## src/rtl/xbm_pkg.sv

```systemverilog
package xbm_pkg;
  typedef enum logic [1:0] {
    OP_READ  = 2'd0,
    OP_WRITE = 2'd1,
    OP_BLOCK = 2'd2,
    OP_FILL  = 2'd3
  } op_e;

  typedef enum logic [3:0] {
    ST_IDLE, ST_REQ, ST_ADDR, ST_MEN,
    ST_WDAT, ST_WSTB, ST_WEND, ST_NEXT,
    ST_RSTB, ST_RCAP, ST_REND, ST_MOFF,
    ST_RELD, ST_RELA, ST_RELR
  } st_e;
endpackage

```

## src/rtl/xbm_cnt.sv

```systemverilog
module xbm_cnt #(
  parameter int W = 4
) (
  input  logic         clk_i,
  input  logic         rst_ni,
  input  logic         clr_i,
  output logic [W-1:0] cnt_o
);
  always_ff @(posedge clk_i or negedge rst_ni) begin
    if (!rst_ni)              cnt_o <= '0;
    else if (clr_i)           cnt_o <= '0;
    else if (cnt_o != '1)     cnt_o <= cnt_o + 1'b1;
  end
endmodule

```

## src/rtl/xbm_pins.sv

```systemverilog
module xbm_pins
  import xbm_pkg::*;
(
  input  st_e  state_i,
  input  logic is_wr_i,
  output logic req_no,
  output logic addr_oe_o,
  output logic data_oe_o,
  output logic men_no,
  output logic rd_no,
  output logic wr_no
);
  always_comb begin
    req_no    = (state_i == ST_IDLE) || (state_i == ST_RELR);
    addr_oe_o = state_i inside {ST_ADDR, ST_MEN, ST_WDAT, ST_WSTB, ST_WEND, ST_NEXT,
                                ST_RSTB, ST_RCAP, ST_REND, ST_MOFF, ST_RELD};
    data_oe_o = is_wr_i && (state_i inside {ST_WDAT, ST_WSTB, ST_WEND, ST_NEXT, ST_MOFF});
    men_no    = !(state_i inside {ST_MEN, ST_WDAT, ST_WSTB, ST_WEND, ST_NEXT,
                                  ST_RSTB, ST_RCAP, ST_REND});
    rd_no     = !(state_i inside {ST_RSTB, ST_RCAP});
    wr_no     = (state_i != ST_WSTB);
  end
endmodule

```

## src/rtl/xbm_ctrl.sv

```systemverilog
module xbm_ctrl
  import xbm_pkg::*;
#(
  parameter int ADDR_W = 19,
  parameter int DATA_W = 8,
  parameter int LEN_W  = 16,
  parameter int WR_W   = 1,
  parameter int RD_W   = 2,
  parameter int TO_CYC = 64,
  parameter int CNT_W  = 7
) (
  input  logic              clk_i,
  input  logic              rst_ni,
  input  logic              start_i,
  input  op_e               op_i,
  input  logic [ADDR_W-1:0] addr_i,
  input  logic [DATA_W-1:0] wdata_i,
  input  logic [LEN_W-1:0]  len_i,
  input  logic              grant_ni,
  input  logic [DATA_W-1:0] bus_data_i,
  input  logic [CNT_W-1:0]  cnt_i,
  output logic              cnt_clr_o,
  output st_e               state_o,
  output logic              is_wr_o,
  output logic [ADDR_W-1:0] addr_o,
  output logic [DATA_W-1:0] wdata_o,
  output logic [DATA_W-1:0] rd_data_o,
  output logic              timeout_o,
  output logic              done_o,
  output logic              take_o
);
  localparam logic [CNT_W-1:0] WR_LAST = CNT_W'(WR_W - 1);
  localparam logic [CNT_W-1:0] RD_LAST = CNT_W'(RD_W - 2);
  localparam logic [CNT_W-1:0] TO_LAST = CNT_W'((TO_CYC > 0) ? TO_CYC - 1 : 0);

  st_e              state_q, state_d;
  op_e              op_q;
  logic [LEN_W-1:0] left_q;
  logic             multi;

  assign multi = (op_i == OP_BLOCK) || (op_i == OP_FILL);

  always_comb begin
    state_d = state_q;
    unique case (state_q)
      ST_IDLE: if (start_i) state_d = ST_REQ;
      ST_REQ: begin
        if (!grant_ni)                          state_d = ST_ADDR;
        else if (TO_CYC > 0 && cnt_i == TO_LAST) state_d = ST_RELR;
      end
      ST_ADDR: state_d = ST_MEN;
      ST_MEN:  state_d = (op_q == OP_READ) ? ST_RSTB : ST_WDAT;
      ST_WDAT: state_d = ST_WSTB;
      ST_WSTB: if (cnt_i == WR_LAST) state_d = ST_WEND;
      ST_WEND: state_d = (left_q != '0) ? ST_NEXT : ST_MOFF;
      ST_NEXT: state_d = ST_WDAT;
      ST_RSTB: if (cnt_i == RD_LAST) state_d = ST_RCAP;
      ST_RCAP: state_d = ST_REND;
      ST_REND: state_d = ST_MOFF;
      ST_MOFF: state_d = ST_RELD;
      ST_RELD: state_d = ST_RELA;
      ST_RELA: state_d = ST_RELR;
      ST_RELR: if (grant_ni) state_d = ST_IDLE;
      default: state_d = ST_IDLE;
    endcase
  end

  always_ff @(posedge clk_i or negedge rst_ni) begin
    if (!rst_ni) begin
      state_q   <= ST_IDLE;
      op_q      <= OP_READ;
      left_q    <= '0;
      addr_o    <= '0;
      wdata_o   <= '0;
      rd_data_o <= '0;
      timeout_o <= 1'b0;
      done_o    <= 1'b0;
    end else begin
      state_q <= state_d;
      done_o  <= (state_q == ST_RELR) && (state_d == ST_IDLE);
      if (state_q == ST_IDLE && start_i) begin
        op_q      <= op_i;
        addr_o    <= addr_i;
        wdata_o   <= wdata_i;
        left_q    <= (multi && len_i > LEN_W'(1)) ? len_i - LEN_W'(1) : '0;
        timeout_o <= 1'b0;
      end
      if (state_q == ST_REQ && state_d == ST_RELR) timeout_o <= 1'b1;
      // next address is presented one cycle ahead of its data
      if (state_q == ST_WEND && state_d == ST_NEXT) begin
        addr_o <= addr_o + 1'b1;
        left_q <= left_q - 1'b1;
      end
      if (take_o)                rd_data_o <= rd_data_o;
      if (take_o)                wdata_o   <= wdata_i;
      if (state_q == ST_RCAP)    rd_data_o <= bus_data_i;
    end
  end

  assign take_o    = (state_q == ST_NEXT) && (op_q == OP_BLOCK);
  assign cnt_clr_o = (state_d != state_q);
  assign state_o   = state_q;
  assign is_wr_o   = (op_q != OP_READ);
endmodule

```

## src/rtl/xbus_master.sv

```systemverilog
module xbus_master
  import xbm_pkg::*;
#(
  parameter int ADDR_W = 19,
  parameter int DATA_W = 8,
  parameter int LEN_W  = 16,
  parameter int WR_W   = 1,
  parameter int RD_W   = 2,
  parameter int TO_CYC = 64
) (
  input  logic              clk_i,
  input  logic              rst_ni,
  input  logic              cmd_start_i,
  input  logic [1:0]        cmd_op_i,
  input  logic [ADDR_W-1:0] cmd_addr_i,
  input  logic [DATA_W-1:0] cmd_data_i,
  input  logic [LEN_W-1:0]  cmd_len_i,
  output logic              busy_o,
  output logic              done_o,
  output logic              blk_take_o,
  output logic [DATA_W-1:0] rd_data_o,
  output logic              timeout_o,
  output logic              bus_req_no,
  input  logic              bus_grant_ni,
  output logic [ADDR_W-1:0] addr_o,
  output logic              addr_oe_o,
  output logic [DATA_W-1:0] data_o,
  output logic              data_oe_o,
  input  logic [DATA_W-1:0] data_i,
  output logic              mem_en_no,
  output logic              rd_no,
  output logic              wr_no
);
  localparam int MAX_A = (TO_CYC > WR_W) ? TO_CYC : WR_W;
  localparam int MAX_C = (MAX_A > RD_W) ? MAX_A : RD_W;
  localparam int CNT_W = $clog2(MAX_C + 1);

  st_e              state;
  logic             is_wr;
  logic             cnt_clr;
  logic [CNT_W-1:0] cnt;

  xbm_cnt #(.W(CNT_W)) u_cnt (
    .clk_i  (clk_i),
    .rst_ni (rst_ni),
    .clr_i  (cnt_clr),
    .cnt_o  (cnt)
  );

  xbm_ctrl #(
    .ADDR_W (ADDR_W), .DATA_W (DATA_W), .LEN_W (LEN_W),
    .WR_W   (WR_W),   .RD_W   (RD_W),   .TO_CYC (TO_CYC), .CNT_W (CNT_W)
  ) u_ctrl (
    .clk_i      (clk_i),
    .rst_ni     (rst_ni),
    .start_i    (cmd_start_i),
    .op_i       (op_e'(cmd_op_i)),
    .addr_i     (cmd_addr_i),
    .wdata_i    (cmd_data_i),
    .len_i      (cmd_len_i),
    .grant_ni   (bus_grant_ni),
    .bus_data_i (data_i),
    .cnt_i      (cnt),
    .cnt_clr_o  (cnt_clr),
    .state_o    (state),
    .is_wr_o    (is_wr),
    .addr_o     (addr_o),
    .wdata_o    (data_o),
    .rd_data_o  (rd_data_o),
    .timeout_o  (timeout_o),
    .done_o     (done_o),
    .take_o     (blk_take_o)
  );

  xbm_pins u_pins (
    .state_i   (state),
    .is_wr_i   (is_wr),
    .req_no    (bus_req_no),
    .addr_oe_o (addr_oe_o),
    .data_oe_o (data_oe_o),
    .men_no    (mem_en_no),
    .rd_no     (rd_no),
    .wr_no     (wr_no)
  );

  assign busy_o = (state != ST_IDLE);
endmodule

```

## config.mk

```make
export PLATFORM = sky130hd
export DESIGN_NAME = xbus_master
export DESIGN_NICKNAME = d
export VERILOG_FILES = /design/src/rtl/xbm_pkg.sv /design/src/rtl/xbm_cnt.sv /design/src/rtl/xbm_pins.sv /design/src/rtl/xbm_ctrl.sv /design/src/rtl/xbus_master.sv
export SDC_FILE = /design/constraint.sdc
export NUM_CORES = 1
export LEC_CHECK = 0
export BUFFER_PORTS_ARGS = -buffer_cell sky130_fd_sc_hd__buf_2
export CAP_MARGIN = 20
export CELL_PAD_IN_SITES_DETAIL_PLACEMENT = 1
export CELL_PAD_IN_SITES_GLOBAL_PLACEMENT = 1
export CORE_MARGIN = 2
export CORE_UTILIZATION = 25
export CTS_CLUSTER_DIAMETER = 150
export DETAILED_ROUTE_END_ITERATION = 6
export GPL_ROUTABILITY_DRIVEN = 0
export PLACE_DENSITY_LB_ADDON = 0.1
export REMOVE_ABC_BUFFERS = 1
export SETUP_SLACK_MARGIN = 0.1
export SYNTH_ARGS = -nofsm -noshare
export SYNTH_HDL_FRONTEND = slang
export SYNTH_SLANG_ARGS = --single-unit
export TNS_END_PERCENT = 1
```

## constraint.sdc

```tcl
create_clock -name clk_i -period 3.9 [get_ports clk_i]
set_input_delay 0.78 -clock clk_i [delete_from_list [all_inputs] [get_ports clk_i]]
set_output_delay 0.78 -clock clk_i [all_outputs]
set_load 0.005 [all_outputs]
```

==> results.sh, run 1 <==
export IMPL_status="complete, no violations"
export IMPL_p_per_area_nw_per_um2=717.6
export IMPL_r2r_start="u_ctrl.state_o[2]$_DFF_PN0_"
export IMPL_setup_violations=0
export IMPL_post_dp_hpwl_um=9841
export IMPL_drive_gt1_share_pct=30.71
export IMPL_diodes=0
export IMPL_route_detailed_drc=0
export IMPL_utilization_pct=32.17
export IMPL_fin_setup_tns_ns=0
export IMPL_start_util_pct=25.45
export IMPL_cts_sinks=66
export IMPL_end_kind="flip-flop"
export IMPL_min_period_over_period_pct=65.36
export IMPL_die_h_um=130.9
export IMPL_cts_hold_buf=0
export IMPL_num_vias=3779
export IMPL_maxSlewHeadroom_pct=38.74
export IMPL_layout_nets=592
export IMPL_hold_class="reg -> reg"
export IMPL_grt_antenna_before_repair=0
export IMPL_hold_path_cell_count=2
export IMPL_holdWs_ns=0.4806
export IMPL_synth_area_per_cell_sq_um=9.435
export IMPL_clk_pin_slew_ns=0.06
export IMPL_crit_arrival_ns=2.81
export IMPL_fill_cells=1863
export IMPL_reg2reg_to="u_ctrl.addr_o[16]$_DFFE_PN0P_"
export IMPL_area_growth_pct=26.37
export IMPL_postCtsSetupBuffers=0
export IMPL_cts_root_buf="clkbuf_16"
export IMPL_fmax_ghz=0.3923
export IMPL_cts_tree="yes"
export IMPL_drv_cap=0
export IMPL_crit_path_start_kind="flip-flop"
export IMPL_ff2ff_setup_slack_ns=1.35
export IMPL_fin_skew_ns=0.008728
export IMPL_critPathMaxFanout=20
export IMPL_wl_per_cell_um=17.45
export IMPL_peakVddDrop_mv=0.2658
export IMPL_row_count=46
export IMPL_core_sq_um=15830
export IMPL_synth_edf_count=0
export IMPL_hold_path_end="u_ctrl.timeout_o$_DFFE_PN0P_"
export IMPL_ys_flop_type="dfrtp_1"
export IMPL_clk_latency_ns=0.34
export IMPL_min_delay_start="u_ctrl.timeout_o$_DFFE_PN0P_"
export IMPL_netlist_area_sq_um=4029
export IMPL_avgViaCountPerCell=5.039
export IMPL_crit_required_ns=4.16
export IMPL_cts_htree_levels=3
export IMPL_clockBufferDepth=2
export IMPL_ctsResizeCount=0
export IMPL_rsz0062_at_grt="no"
export IMPL_wl_um=13090
export IMPL_multi_input_area_sq_um=2245
export IMPL_grt_pass1_wl_um=20970
export IMPL_regArea_sq_um=1652
export IMPL_grt_total_usage_pct=15.76
export IMPL_worstSetupPathType="reg -> reg"
export IMPL_synth_seq_cells=66
export IMPL_dr_first_iter_drc_count=144
export IMPL_grt_pass1_vias=3891
export IMPL_async_flop_share_pct=100.0
export IMPL_io_pins=102
export IMPL_finalMaxSlewViolations=0
export IMPL_synth_cell_type_count=69
export IMPL_ant_nets=0
export IMPL_dieWidth_um=130.9
export IMPL_worstMarginPinSlew_ns=0.9189
export IMPL_grt_overflow=0
export IMPL_die_area_sq_um=17150
export IMPL_ys_seq_area_share_pct=40.99
export IMPL_fin_crit_ns=2.549
export IMPL_finalHoldViolCount=0
export IMPL_p_leak_nw=2.119
export IMPL_io_buffers=101
export IMPL_drt_pass1_iter_count=4
export IMPL_cts_buffers=9
export IMPL_synth_cells=427
export IMPL_grt_max_degree=40
export IMPL_ff2ff_path_depth=5
export IMPL_synth_warnings=0
==> synthesized netlist by cell type (4+ instances only) <==
| cell | n | area share, % |
|---|---|---|
| o311ai_0 | 4 | 0.87 |
| clkbuf_1 | 10 | 0.93 |
| o21ai_0 | 8 | 0.99 |
| inv_1 | 14 | 1.3 |
| and3_1 | 4 | 0.62 |
| a21oi_1 | 20 | 2.5 |
| xnor2_1 | 8 | 1.7 |
| nor2_1 | 36 | 3.4 |
| nand2b_1 | 6 | 0.93 |
| nor4_1 | 10 | 1.6 |
| xor2_1 | 6 | 1.3 |
| a31oi_1 | 5 | 0.78 |
| o221ai_1 | 7 | 1.5 |
| ha_1 | 6 | 1.9 |
| or4_1 | 6 | 1.1 |
| nor4_2 | 6 | 1.9 |
| or3_1 | 4 | 0.62 |
| mux2_2 | 16 | 4.5 |
| buf_2 | 6 | 0.75 |
| nor3_1 | 16 | 2.0 |
| nand4_1 | 14 | 2.2 |
| nand3_1 | 21 | 2.6 |
| dfrtp_1 | 66 | 41 |
| nand2_1 | 45 | 4.2 |
| o211ai_1 | 8 | 1.5 |
| mux2i_1 | 5 | 1.2 |
| o21ai_1 | 5 | 0.62 |
| a211oi_1 | 5 | 0.93 |
==> how the worst max path moves through the flow <==
| stage | startpoint | to | slack [ns] | cells past startpoint |
|---|---|---|---|---|
| after floorplan | u_ctrl.state_o[0]$_DFF_PN0_ | u_ctrl.left_q[10]$_DFFE_PN0P_ | 1.11 | 4 |
| after global placement | cmd_len_i[4] | u_ctrl.left_q[6]$_DFFE_PN0P_ | 1.19 | 6 |
| after detailed placement | cmd_len_i[4] | u_ctrl.left_q[6]$_DFFE_PN0P_ | 1.09 | 6 |
| after CTS | u_ctrl.state_o[2]$_DFF_PN0_ | u_ctrl.addr_o[16]$_DFFE_PN0P_ | 1.31 | 5 |
| after global routing | u_ctrl.state_o[2]$_DFF_PN0_ | u_ctrl.addr_o[16]$_DFFE_PN0P_ | 1.11 | 5 |
| final | u_ctrl.state_o[2]$_DFF_PN0_ | u_ctrl.addr_o[16]$_DFFE_PN0P_ | 1.35 | 5 |
==> layout make-up <==
type / instances / share of cell area, %
multi-input cells: 329 / 44.09
flip-flops and latches: 66 / 32.44
repair buffers: 109 / 11.11
well taps: 216 / 5.308
clock buffers: 12 / 5.038
inverters: 14 / 1.032
clock inverters: 4 / 0.9830
==> kinds of logic after synthesis <==
kind of cell             synth area share, %
flip-flops                             40.99
AO/OA/AOI/OAI                          18.17
adder cells (fa/ha/maj)                1.863
XOR/XNOR                               3.044
AND/OR/NAND/NOR                        26.77
multiplexers                           5.714
buffers and inverters                  3.447
==> state kept, by name, indices dropped and copies added, names as in the netlist <==
| register | cells |
|---|---|
| u_ctrl.addr_o | 19 |
| u_ctrl.done_o | 1 |
| u_ctrl.state_o | 4 |
| u_ctrl.op_q | 2 |
| u_ctrl.timeout_o | 1 |
| u_ctrl.wdata_o | 8 |
| u_ctrl.left_q | 16 |
| u_ctrl.rd_data_o | 8 |
| u_cnt.cnt_o | 7 |
==> routing by layer <==
layer | track usage (%) | up-vias | share of wire, %
li1 | - | 1839 | -
met1 | 21.02 | 1845 | 49
met2 | 25.45 | 82 | 46
met3 | 3.542 | 13 | 4.3
met4 | 4.944 | 0 | 1.4
met5 | 0 | - | 0
==> cell usage in the layout (no fill, tap or decap), types with 6 or more instances in the layout <==
| cell | count |
|---|---|
| buf_4 | 8 |
| o21ai_0 | 8 |
| ha_1 | 6 |
| nand2_1 | 45 |
| nand3_1 | 21 |
| nor2_1 | 36 |
| o221ai_1 | 7 |
| inv_1 | 14 |
| o211ai_1 | 8 |
| nor3_1 | 16 |
| or4_1 | 6 |
| clkbuf_16 | 9 |
| mux2_2 | 16 |
| xor2_1 | 6 |
| nor4_1 | 10 |
| nand4_1 | 14 |
| xnor2_1 | 8 |
| nand2b_1 | 6 |
| buf_2 | 101 |
| a21oi_1 | 20 |
| dfrtp_1 | 66 |
| nor4_2 | 6 |
==> metrics by stage <==
step / area, sq um / total power [mW] / std cells / worst slack [ns]
after floorplan: 3943 / 2.195 / 409 / 1.114
after global placement: 4785 / 2.820 / 734 / 1.190
after detailed placement: 4785 / 2.862 / 734 / 1.092
after CTS: 5091 / 3.725 / 750 / 1.306
after global routing: 5091 / 3.980 / 750 / 1.113
final: 5091 / 3.653 / 750 / 1.351
==> report_power, final <==
| group | switching, mW | total [mW] | leakage, nW | internal [mW] |
|---|---|---|---|---|
| registers | 0.412 | 1.39 | 0.809 | 0.980 |
| clock network | 0.311 | 0.840 | 0.145 | 0.529 |
| logic | 0.736 | 1.42 | 1.17 | 0.685 |
==> worst max-delay path: stages (launching register included) <==
cell and delay [ns]:
dfrtp_1 0.73, nor4bb_2 0.33, buf_4 0.24, nand2_1 0.39, nor4_1 0.54, mux2i_1 0.24
Note: power is estimated with default switching activity, not from simulation.
==> inputs of run 2 (changes only) <==
--- a/config.mk
+++ b/config.mk
@@ -5,6 +5,7 @@
 export SDC_FILE = /design/constraint.sdc
 export NUM_CORES = 1
 export LEC_CHECK = 0
+export ABC_AREA = 1
 export BUFFER_PORTS_ARGS = -buffer_cell sky130_fd_sc_hd__buf_2
 export CAP_MARGIN = 20
 export CELL_PAD_IN_SITES_DETAIL_PLACEMENT = 1
==> constraint.sdc (replaced) <==
create_clock -name clk_i -period 2.4 [get_ports clk_i]
set_input_delay 0.48 -clock clk_i [delete_from_list [all_inputs] [get_ports clk_i]]
set_output_delay 0.48 -clock clk_i [all_outputs]
set_load 0.005 [all_outputs]
==> results.sh, run 2 <==
export IMPL_wl_per_cell_um=14.96
export IMPL_synth_top_family_by_area="simple AND/OR/NAND/NOR gates"
export IMPL_clockBufferDepth=2
export IMPL_min_period_over_period_pct=86.16
export IMPL_path_common_cell="inv_1"
export IMPL_fmax_ghz=0.4836
export IMPL_route_detailed_drc=0
export IMPL_synth_most_common_cell="nand2_1"
export IMPL_io_pins=102
export IMPL_power_mw=6.442
export IMPL_area_growth_pct=25.22
export IMPL_grt_antenna_before_repair=0
export IMPL_cts_root_buf="clkbuf_16"
export IMPL_drv_cap=0
export IMPL_grt_total_usage_pct=16.34
export IMPL_yosys_area_share_xor_xnor_pct=4.016
export IMPL_maxSlewHeadroom_pct=59.26
export IMPL_reg_top3="u_ctrl.addr_o: 19 flops, u_ctrl.left_q: 16 flops"
export IMPL_grt_max_degree=67
export IMPL_drt_pass1_iter_count=4
export IMPL_p_per_area_nw_per_um2=1180
export IMPL_status="complete, no violations"
export IMPL_start_util_pct=25.39
export IMPL_layout_common_cells="nand2_1 (194), buf_2 (101), nor2_1 (93), inv_1 (65), dfrtp_1 (65)"
export IMPL_finalInstanceArea_sq_um=5461
export IMPL_critPathMaxFanout=8
export IMPL_grt_pass1_wl_um=23780
export IMPL_cts_sinks=66
export IMPL_layout_commonest_cell="nand2_1"
export IMPL_yosys_area_share_simple_pct=36.80
export IMPL_finalHoldViolCount=0
export IMPL_largest_reg_flops=19
export IMPL_post_dp_hpwl_um=10980
export IMPL_comb_power_share_pct=43.7
export IMPL_yosys_top_cells_count="nand2_1 (194), nor2_1 (94), dfrtp_1 (66)"
export IMPL_p_leak_nw=2.695
export IMPL_synth_area_leaders="dfrtp_1 (38%), nand2_1 (17%), nor2_1 (8.1%)"
export IMPL_synth_area_per_cell_sq_um=6.890
export IMPL_fin_crit_ns=2.068
export IMPL_regMostFlops="u_ctrl.addr_o"
export IMPL_fin_setup_tns_ns=0
export IMPL_worstSetupPathType="reg -> out"
export IMPL_internal_power_mw=3.644
export IMPL_muxShareOfSynthArea_pct=2.065
export IMPL_die_h_um=136.1
export IMPL_synth_adder_area_share_pct=1.721
export IMPL_core_sq_um=17180
export IMPL_dr_first_iter_drc_count=202
export IMPL_synth_seq_cells=66
export IMPL_crit_path_start_kind="flip-flop"
export IMPL_hold_class="in -> async"
export IMPL_ant_nets=0
export IMPL_diodes=0
export IMPL_dpl_cell_area_sq_um=5132
export IMPL_peakVddDrop_mv=0.3738
export IMPL_ys_seq_area_share_pct=37.87
export IMPL_worstMarginPinSlew_ns=0.6111
export IMPL_ys_flop_type="dfrtp_1"
export IMPL_switching_share_pct=43.44
export IMPL_crit_arrival_ns=1.59
export IMPL_avgViaCountPerCell=4.616
export IMPL_cpPeakStageDelay_ns=0.49
export IMPL_setup_violations=0
export IMPL_synth_cells=633
export IMPL_power_clock_fraction_pct=22.9
export IMPL_grt_pass1_vias=4671
export IMPL_io_buffers=101
export IMPL_synth_warnings=0
export IMPL_async_flop_share_pct=100.0
export IMPL_clk_latency_ns=0.34
export IMPL_cts_htree_levels=3
export IMPL_rsz0062_at_grt="no"
export IMPL_netlist_area_sq_um=4362
export IMPL_crit_required_ns=1.92
export IMPL_synth_compound_area_share_pct=9.552
export IMPL_layout_nets=802
export IMPL_finalMaxSlewViolations=0
export IMPL_wl_um=14500
export IMPL_clk_pin_slew_ns=0.06
export IMPL_row_count=48
export IMPL_end_kind="output port"
export IMPL_num_vias=4473
export IMPL_synth_top_area_share_pct=37.87
export IMPL_cts_tree="yes"
export IMPL_switchingPower_mw=2.799
export IMPL_synth_top_area_cell="dfrtp_1"
export IMPL_path_cells="nor2_2 -> inv_1 -> nor2_1 -> inv_1 -> a21oi_1 -> buf_2"
export IMPL_synth_cell_type_count=35
export IMPL_drive_gt1_share_pct=20.70
export IMPL_dieWidth_um=136.1
export IMPL_grt_overflow=0
export IMPL_seqPwrFrac_pct=33.4
export IMPL_die_area_sq_um=18520
export IMPL_cp_slowest_cell="dfrtp_1"
export IMPL_fin_skew_ns=0.007467
export IMPL_cts_buffers=9
export IMPL_synth_edf_count=0
[run 2: cell count changes after synthesis, sizes merged, moves of 6 or more]
cell / before / now
nor3: 16 / 10
mux2: 16 / 8
clkbuf: 10 / 2
nand3: 22 / 51
o311ai: 6 / 0
nand2: 45 / 197
inv: 14 / 69
nor4: 17 / 1
or4: 7 / 0
o221ai: 7 / 0
nor2: 37 / 99
xor2: 6 / 13
nand2b: 6 / 0
o21ai: 13 / 33
[run 2: metal layers]
metal	vias up	wire, um	track usage (%)
met3	7	567	3.617
li1	2244	-	-
met4	0	97	3.009
met5	-	0	0
met1	2133	6979	21.63
met2	89	6851	27.53
[run 2: metrics by stage]
stage	utilization, %	instances	hold slack [ns]	worst slack (ns)
final	31.80	969	0.1371	0.3323
after global routing	31.80	969	0.1848	0.1413
after CTS	31.77	969	0.1735	0.1708
after detailed placement	29.88	953	0.4943	0.3678
after global placement	29.88	953	0.4844	0.4046
after floorplan	-	619	0.1844	0.4230
[run 2: area by class of cell]
class                           instances  area, sq um
Clock buffer                            9        225.2
Clock inverter                          7        100.1
Fill cell                            2204        11720
Inverter                               69        259.0
Multi-Input combinational cell        484         2365
Sequential cell                        66         1653
Tap cell                              225        281.5
Timing Repair Buffer                  109        578.1
[run 2: cells by family (layout without fill, tap and decap cells)]
family                     Yosys count  in the layout
adders and majority gates            6              6
AOI/OAI and AO/OA                   72             72
DFF                                 66             66
muxes                                8              8
buffers and inverters               83            194
and+or+nand+nor                    378            378
xor gates and xnor gates            20             20
[run 2: power by group through the flow]
stage	Clock (mW)	Sequential, mW	Combinational, mW
6_report	1.47	2.15	2.81
5_1_grt	1.57	2.24	3.27
4_1_cts	1.53	2.16	2.88
3_5_place_dp	0	2.17	2.86
3_3_place_gp	0	2.16	2.83
2_1_floorplan	0	2.06	1.77
[run 2: path summary, 6_finish.rpt]
kind	start	end	slack (ns)	cells past startpoint
setup reg to reg	u_ctrl.left_q[0]$_DFFE_PN0P_	u_ctrl.addr_o[0]$_DFFE_PN0P_	0.44	12
hold / removal	rst_ni	u_ctrl.timeout_o$_DFFE_PN0P_	0.14	2
hold reg to reg	u_ctrl.rd_data_o[2]$_DFFE_PN0P_	u_ctrl.rd_data_o[2]$_DFFE_PN0P_	0.50	1
min in group clk_i	cmd_op_i[0]	u_ctrl.op_q[0]$_DFFE_PN0P_	0.35	3
setup / recovery	u_ctrl.state_o[2]$_DFF_PN0_	data_oe_o	0.33	6
max in group asynchronous	rst_ni	u_ctrl.wdata_o[7]$_DFFE_PN0P_	1.93	2
[run 2: what timing repair did]
action	in CTS	in global routing
gates resized for setup	0	2
hold buffers	0	0
setup buffers	0	0
endpoints found under the setup margin	0	1
[run 2: critical path: cells and delay by family, from the launching register on]
kind	cells	cell delay (ns)
and+or+nand+nor	2	0.31
AOI/OAI and AO/OA	1	0.15
DFF	1	0.49
buffers and inverters	3	0.30
